==> src/rtl/gpio_irq_pkg.sv <==
package gpio_irq_pkg;

    localparam int BANK_W = 32;

    // Word-address family codes (reg_addr[6:2])
    typedef enum logic [4:0] {
        FAM_MODE  = 5'h08,
        FAM_RISE  = 5'h09,
        FAM_FALL  = 5'h0A,
        FAM_POL   = 5'h0B,
        FAM_LMASK = 5'h0C,
        FAM_STAT  = 5'h0D,
        FAM_IMASK = 5'h10
    } fam_e;

    typedef struct packed {
        logic [BANK_W-1:0] mode;      // 0 edge, 1 level
        logic [BANK_W-1:0] rise_dis;  // 1 disables low-to-high
        logic [BANK_W-1:0] fall_dis;  // 1 disables high-to-low
        logic [BANK_W-1:0] pol;       // 1 active-low level
        logic [BANK_W-1:0] lmask;     // 1 blocks level detection
        logic [BANK_W-1:0] imask;     // 1 blocks output contribution
    } bank_cfg_t;

    // Bits of a bank that correspond to real pins
    function automatic logic [BANK_W-1:0] valid_mask(input int bank, input int npins);
        logic [BANK_W-1:0] m;
        for (int i = 0; i < BANK_W; i++) begin
            m[i] = ((bank * BANK_W + i) < npins);
        end
        return m;
    endfunction

    // Per-pin detection on a whole bank
    function automatic logic [BANK_W-1:0] detect_hits(
        input bank_cfg_t         cfg,
        input logic [BANK_W-1:0] cur,
        input logic [BANK_W-1:0] prev
    );
        logic [BANK_W-1:0] edge_hit;
        logic [BANK_W-1:0] lvl_hit;
        edge_hit = (~cfg.rise_dis & cur & ~prev) | (~cfg.fall_dis & ~cur & prev);
        lvl_hit  = ~cfg.lmask & (cur ^ cfg.pol);
        return (~cfg.mode & edge_hit) | (cfg.mode & lvl_hit);
    endfunction

endpackage

==> src/rtl/gpio_irq_sync.sv <==
module gpio_irq_sync #(
    parameter int W = 96
) (
    input  logic         clk,
    input  logic         rst,
    input  logic [W-1:0] async_i,
    output logic [W-1:0] sync_o,
    output logic [W-1:0] prev_o
);
    logic [W-1:0] meta_q;
    logic [W-1:0] sync_q;
    logic [W-1:0] prev_q;

    always_ff @(posedge clk) begin
        if (rst) begin
            meta_q <= '0;
            sync_q <= '0;
            prev_q <= '0;
        end else begin
            meta_q <= async_i;
            sync_q <= meta_q;
            prev_q <= sync_q;
        end
    end

    assign sync_o = sync_q;
    assign prev_o = prev_q;
endmodule

==> src/rtl/gpio_irq_bank.sv <==
module gpio_irq_bank
    import gpio_irq_pkg::*;
#(
    parameter logic [BANK_W-1:0] VALID = '1
) (
    input  logic              clk,
    input  logic              rst,
    input  logic              wr_en,
    input  logic [4:0]        wr_fam,
    input  logic [BANK_W-1:0] wdata,
    input  logic [BANK_W-1:0] cur_i,
    input  logic [BANK_W-1:0] prev_i,
    output bank_cfg_t         cfg_o,
    output logic [BANK_W-1:0] status_o,
    output logic              pend_o
);
    bank_cfg_t         cfg_q;
    logic [BANK_W-1:0] stat_q;
    logic [BANK_W-1:0] hit;
    logic [BANK_W-1:0] clr;
    logic [BANK_W-1:0] wval;

    assign wval = wdata & VALID;

    always_ff @(posedge clk) begin
        if (rst) begin
            cfg_q.mode     <= '0;
            cfg_q.rise_dis <= VALID;
            cfg_q.fall_dis <= VALID;
            cfg_q.pol      <= '0;
            cfg_q.lmask    <= VALID;
            cfg_q.imask    <= VALID;
        end else if (wr_en) begin
            case (wr_fam)
                FAM_MODE:  cfg_q.mode     <= wval;
                FAM_RISE:  cfg_q.rise_dis <= wval;
                FAM_FALL:  cfg_q.fall_dis <= wval;
                FAM_POL:   cfg_q.pol      <= wval;
                FAM_LMASK: cfg_q.lmask    <= wval;
                FAM_IMASK: cfg_q.imask    <= wval;
                default:   ;
            endcase
        end
    end

    assign hit = detect_hits(cfg_q, cur_i, prev_i) & VALID;
    assign clr = (wr_en && (wr_fam == FAM_STAT)) ? wval : '0;

    // Hardware set wins over a same-cycle software clear
    always_ff @(posedge clk) begin
        if (rst) stat_q <= '0;
        else     stat_q <= (stat_q & ~clr) | hit;
    end

    assign cfg_o    = cfg_q;
    assign status_o = stat_q;
    assign pend_o   = |(stat_q & ~cfg_q.imask);
endmodule

==> src/rtl/gpio_irq_ctrl.sv <==
module gpio_irq_ctrl
    import gpio_irq_pkg::*;
#(
    parameter int NUM_PINS = 93
) (
    input  logic                clk,
    input  logic                rst,
    input  logic [NUM_PINS-1:0] pin_i,
    input  logic [6:0]          reg_addr,
    input  logic                reg_wr,
    input  logic [BANK_W-1:0]   reg_wdata,
    output logic [BANK_W-1:0]   reg_rdata,
    output logic                irq_o
);
    localparam int NUM_BANKS = (NUM_PINS + BANK_W - 1) / BANK_W;
    localparam int PAD_W     = NUM_BANKS * BANK_W;

    logic [4:0]           fam_sel;
    logic [1:0]           bank_sel;
    logic [PAD_W-1:0]     pin_pad;
    logic [PAD_W-1:0]     cur_all;
    logic [PAD_W-1:0]     prev_all;
    logic [PAD_W-1:0]     status_all;
    logic [PAD_W-1:0]     imask_all;
    logic [NUM_BANKS-1:0] pend;
    bank_cfg_t            cfg_a  [NUM_BANKS];
    logic [BANK_W-1:0]    stat_a [NUM_BANKS];
    logic                 irq_q;

    assign fam_sel  = reg_addr[6:2];
    assign bank_sel = reg_addr[1:0];

    generate
        if (PAD_W > NUM_PINS) begin : g_pad
            assign pin_pad = {{(PAD_W-NUM_PINS){1'b0}}, pin_i};
        end else begin : g_nopad
            assign pin_pad = pin_i;
        end
    endgenerate

    gpio_irq_sync #(.W(PAD_W)) u_sync (
        .clk     (clk),
        .rst     (rst),
        .async_i (pin_pad),
        .sync_o  (cur_all),
        .prev_o  (prev_all)
    );

    generate
        for (genvar b = 0; b < NUM_BANKS; b++) begin : g_bank
            localparam logic [BANK_W-1:0] VM = valid_mask(b, NUM_PINS);
            gpio_irq_bank #(.VALID(VM)) u_bank (
                .clk      (clk),
                .rst      (rst),
                .wr_en    (reg_wr && (bank_sel == 2'(b))),
                .wr_fam   (fam_sel),
                .wdata    (reg_wdata),
                .cur_i    (cur_all[b*BANK_W +: BANK_W]),
                .prev_i   (prev_all[b*BANK_W +: BANK_W]),
                .cfg_o    (cfg_a[b]),
                .status_o (stat_a[b]),
                .pend_o   (pend[b])
            );
            assign status_all[b*BANK_W +: BANK_W] = stat_a[b];
            assign imask_all[b*BANK_W +: BANK_W]  = cfg_a[b].imask;
        end
    endgenerate

    always_comb begin
        reg_rdata = '0;
        for (int b = 0; b < NUM_BANKS; b++) begin
            if (bank_sel == 2'(b)) begin
                case (fam_sel)
                    FAM_MODE:  reg_rdata = cfg_a[b].mode;
                    FAM_RISE:  reg_rdata = cfg_a[b].rise_dis;
                    FAM_FALL:  reg_rdata = cfg_a[b].fall_dis;
                    FAM_POL:   reg_rdata = cfg_a[b].pol;
                    FAM_LMASK: reg_rdata = cfg_a[b].lmask;
                    FAM_STAT:  reg_rdata = stat_a[b];
                    FAM_IMASK: reg_rdata = cfg_a[b].imask;
                    default:   reg_rdata = '0;
                endcase
            end
        end
    end

    always_ff @(posedge clk) begin
        if (rst) irq_q <= 1'b0;
        else     irq_q <= |pend;
    end

    assign irq_o = irq_q;
endmodule

==> config.mk <==
export PLATFORM = sky130hd
export DESIGN_NAME = gpio_irq_ctrl
export DESIGN_NICKNAME = d
export VERILOG_FILES = /design/src/rtl/gpio_irq_pkg.sv /design/src/rtl/gpio_irq_sync.sv /design/src/rtl/gpio_irq_bank.sv /design/src/rtl/gpio_irq_ctrl.sv
export SDC_FILE = /design/constraint.sdc
export NUM_CORES = 2
export LEC_CHECK = 0
export BUFFER_PORTS_ARGS = -buffer_cell sky130_fd_sc_hd__buf_4
export CAP_MARGIN = 30
export CORE_ASPECT_RATIO = 2
export CORE_MARGIN = 4
export CORE_UTILIZATION = 50
export DETAILED_ROUTE_END_ITERATION = 8
export PLACE_DENSITY = 0.74
export REMOVE_ABC_BUFFERS = 1
export SETUP_SLACK_MARGIN = 0.2
export SLEW_MARGIN = 20
export SYNTH_ARGS = -nofsm -noshare
export SYNTH_HDL_FRONTEND = slang
export SYNTH_HIERARCHICAL = 1
export SYNTH_SLANG_ARGS = --single-unit
==> constraint.sdc <==
create_clock -name clk -period 4.1 [get_ports clk]
set_clock_uncertainty 0.2 [all_clocks]
set_input_delay 0.615 -clock clk [delete_from_list [all_inputs] [get_ports clk]]
set_output_delay 0.615 -clock clk [all_outputs]
set_load 0.01 [all_outputs]
# Yosys cells after proc, flatten, opt, wreduce, memory -nomap -nowiden
# Cells that the tools add are included.
# classes
eq_ne	9
muxes	9
bitwise	63
n_reduce_logical	26
# ops
cell	count
32-bit case mux with 7 select lines	3
32-bit bitwise AND	20
32-bit NOT	17
29-bit bitwise AND	7
32-bit OR	6
29-bit NOT	6
32-bit 2-to-1 mux	5
96-bit OR reduction	1
32-bit XOR	2
29-bit OR	2
2-bit AND reduction	18
29-bit NOT with 32-bit output	1
32-bit by 29-bit OR with 32-bit output	1
5-bit by 4-bit equality test with 1-bit output (second input constant)	6
29-bit 2-to-1 mux	1
29-bit XOR	1
1-bit logical AND	6
5-bit equality test (second input constant)	1
2-bit by 1-bit equality test with 1-bit output (second input constant)	1
2-bit equality test (second input constant)	1
2-bit zero test	1
# word_totals
reg_bits	934
in_bits	135
output_inout_bits	33
word_cells	132

# Logic depth before layout (Yosys ltp)
# logic_depth
ltp_word	7
mapped_depth	12
mapped_depth_nobuf	6

# Cells and area by module
# The synthesis kept the hierarchy.
# modules_own_cells
module	instances	cells_each	area_per_inst_um2	seq_area_each_um2
gpio_irq_bank at g_bank[0].u_bank ...	2	1096	9213.8	4484.3
gpio_irq_bank at g_bank[2].u_bank	1	1021	8652.0	4063.9
gpio_irq_sync	1	608	7886.3	5765.5
gpio_irq_ctrl	1	733	5524.0	20.0

# Least setup slack after synthesis
# Ideal clock, no wire load.
# synth_timing
path_kind	input port to output port
from	input port reg_addr[4]
to	output port reg_rdata[13]
arrival_ns	2.219
required_ns	3.285
slack_ns	1.066
stages	8
n_path_buf	3
path_cell_list	buf_4 > or3b_1 > clkbuf_1 > nor3_1 > buf_2 > a221oi_1 > o211ai_1 > nor4bb_1
# synth_between
elab_chain_len	5
word_cells_on_any_way	13
classes_between	eq/ne (7); mux (6)
# synth_rtl
element	line_no	source
from (decl)	gpio_irq_ctrl.sv:9	input logic [6:0] reg_addr,
5-bit equality test or 5-bit by 4-bit equality test with 1-bit output (tied branches)	gpio_irq_ctrl.sv:73	case (fam_sel)
32-bit case mux with 7 select lines	gpio_irq_ctrl.sv:73	
32-bit 2-to-1 mux (2 in series)	gpio_irq_ctrl.sv:72	if (bank_sel == 2'(b)) begin
32-bit 2-to-1 mux (*)	gpio_irq_ctrl.sv:72	
to (decl)	gpio_irq_ctrl.sv:12	output logic [BANK_W-1:0] reg_rdata,
# Every way passes the cells marked *; elsewhere a longest branch is shown, timed or not.

# Final worst setup path
# Same ends and word-level chain as after synthesis.

==> key figures <==
Status
  – Outcome: finished, final reports clean

Placement
  – Dpl cells: 5543
  – Placed cell areas: 42200 µm²
  – Routability-driven placement congestion ratio: 0.978
  – IO Port Bufs: 167
  – Hpwl dp: 93400 µm

Clock network
  – CTS sink count: 931
  – Clk buf depth: 3
  – Clk slew on worst S/H paths: 0.07 ns
  – Post-CTS setup buffers: 0
  – TritonCTS Buffers: 81
  – H-tree depth: 3
  – Later-pin clock latency in the skew report: 0.68 ns
  – CTS tree: yes
  – Clock Tree Root: clkbuf_16

Critical path
  – Worst setup path class: input pin to output pin
  – Crit-path max cell delay: 0.43 ns
  – Crit path capture type: output pin
  – Worst EP required: 3.28 ns
  – Cell repeated most along the worst path: buf_4
  – Reg2Reg Capture Point: irq_o$_SDFF_PP0_
  – Critical path cell sequence: buf_4, or3b_1, buf_4, nor3_2, buf_4, a221oi_1, o211ai_1, nor4bb_2, buf_4, buf_4
  – Worst r2r src: g_bank[2].u_bank/cfg_o[17]$_SDFFE_PP1P_
  – Worst path slowest cell: or3b_1
  – Critical path fanouts, max: 25
  – Crit path DAT: 3.03 ns
  – Crit path max-delay family: buffers and inverters
  – R2R Setup Slk: 0.87 ns
  – Crit path to: reg_rdata[13]
  – Critical path origin: reg_addr[4]
  – FF-to-FF path depth: 7
  – CP bufs+invs: 5
  – Critical Path Stages: 10
  – Startpoint types: input pin

Routing
  – Initial DRC Count: 4115
  – Initial DRT Pass Iterations: 9
  – Routed WL: 138000 µm
  – Antenna-violating nets left: 0
  – Avg WL per Cell: 23.8 µm
  – # DRC: 0
  – DR vias/cell: 6.20
  – Total number of vias: 35.9k

STA
  – Endpoints failing hold: 0
  – Slew Limit Headroom: 0.243
  – Minimum clock period: 3.84 ns
  – Fmax: 260 MHz
  – Final setup viols: 0
  – Final Max Slew Viols: 0
  – Worst-margin pin slew: 1.14 ns
  – RSZ-0062 raised after global routing: no
  – Final period util: 0.938
  – Worst hold slack: 0.0554 ns

Yosys
  – Post-Syn Area: 40200 µm²
  – Synth Warn #: 6
  – Post-Syn Instances: 4535
  – Syn avg cell area: 8.88 µm²

Floorplanning
  – Initial cell density of the core: 0.507
  – Core Region: 79500 µm²
  – Ports: 168
  – Die height: 409 µm
  – Die area: 85400 µm²
  – Row count: 146
  – Die Width: 209 µm

Flow run
  – Max-cap violations: 0

Final layout
  – Fillers: 7043
  – Design area: 46000 µm²
  – Area grow syn2layout: 14.4%
  – Nets: 4819
  – Layout Cells excl Fill: 5787
  – Layout cell share with drive strength beyond 1: 0.108

Power
  – Total power: 18.9 mW
  – IR drop worst, VDD: 0.338 mV
  – Pwr dens: 411 nW/µm²
  – P_leak: 17.3 nW

Global route
  – Total gr overflow: 0
  – Vias in the first global route: 35.0k
  – GRT Total Usage: 0.309
  – Largest net degree at the start of global routing: 219
  – First-pass GRT wire length: 207000 µm
  – Initial antenna violation count: 4

Worst hold path
  – Hold path cells: 3
  – Hold WC Path Type: input pin to register
## worst reg2reg max path: stages (launching register included)
cell and delay (ns):
dfxtp_1 0.35, nand2b_1 0.36, o2111ai_1 0.61, a2111oi_1 0.61
buf_4 0.23, nand4_1 0.17, nor3_1 0.47, nor2_1 0.08
## area by class of cell
class,count,area (µm²),area share
Tap cell,1036,1300,0.0282
Clock inverter,29,417,0.00905
Inverter,170,641,0.0139
Multi-Input combinational cell,3110,19200,0.417
Timing Repair Buffer,390,3410,0.0740
Sequential cell,931,18600,0.405
Antenna cell,2,5.00,0.000109
Clock buffer,119,2450,0.0533
## metrics by stage
stage          setup slack (ns)  TNS (ns)   util
6_report                  0.256         0  0.579
5_1_grt                   0.214         0  0.579
3_5_place_dp              0.233         0  0.531
2_1_floorplan             -1.07    -22.19      -
3_3_place_gp              0.232         0  0.531
4_1_cts                   0.233         0  0.579
## per-layer routing
metal,vias up,part of all wire,global-route usage
met5,-,0.000094,0
met4,2,0.098,0.243
met3,656,0.084,0.0544
met2,2020,0.46,0.512
met1,17000,0.35,0.348
li1,16200,-,-
## what timing repair did
| item | 4_1_cts | 5_1_grt |
|---|---|---|
| resized for setup | 0 | 3 |
| hold endpoints to repair | 93 | 0 |
| hold buffers | 93 | 0 |
| endpoints found under the setup margin | 0 | 3 |
## worst min-delay path by stage
stage	start	to	slack (ns)
after global routing	reg_wdata[31]	g_bank[1].u_bank/cfg_o[159]$_SDFFE_PP1P_	0.06
after global placement	u_sync/meta_q[15]$_SDFF_PP0_	u_sync/sync_o[15]$_SDFF_PP0_	0.22
after floorplan	u_sync/meta_q[0]$_SDFF_PP0_	u_sync/sync_o[0]$_SDFF_PP0_	0.21
after CTS	reg_wdata[31]	g_bank[1].u_bank/cfg_o[191]$_SDFFE_PP0P_	0.03
final	reg_wdata[31]	g_bank[1].u_bank/cfg_o[191]$_SDFFE_PP0P_	0.06
after detailed placement	u_sync/meta_q[68]$_SDFF_PP0_	u_sync/sync_o[68]$_SDFF_PP0_	0.22
## sequential cells by signal, summed over array words and instances (netlist names)
register / cells
g_bank.u_bank/cfg_o: 558
g_bank.u_bank/status_o: 93
irq_o: 1
u_sync/meta_q: 93
u_sync/prev_o: 93
u_sync/sync_o: 93
## power breakdown
part | switching (mW) | internal, mW
Combinational | 0.787 | 0.530
Sequential | 0.0952 | 9.17
Clock | 3.56 | 4.79
Total | 4.45 | 14.5
## placed cells by master (no fill, tap or decap), types with 44 or more instances in the layout
cell type,instances
a21oi_1,336
dfxtp_1,931
a211o_1,185
xnor2_1,93
nor2b_1,290
o31ai_1,93
o211ai_1,114
clkbuf_16,83
a22oi_1,73
mux2i_1,112
nor2_1,202
a221oi_1,44
nand3b_1,64
nor3b_1,191
o21ai_0,179
buf_4,277
dlygate4sd3_1,93
nand3_1,49
nand2_1,706
o22ai_1,70
inv_1,168
Note: power is estimated with default switching activity, not from simulation.
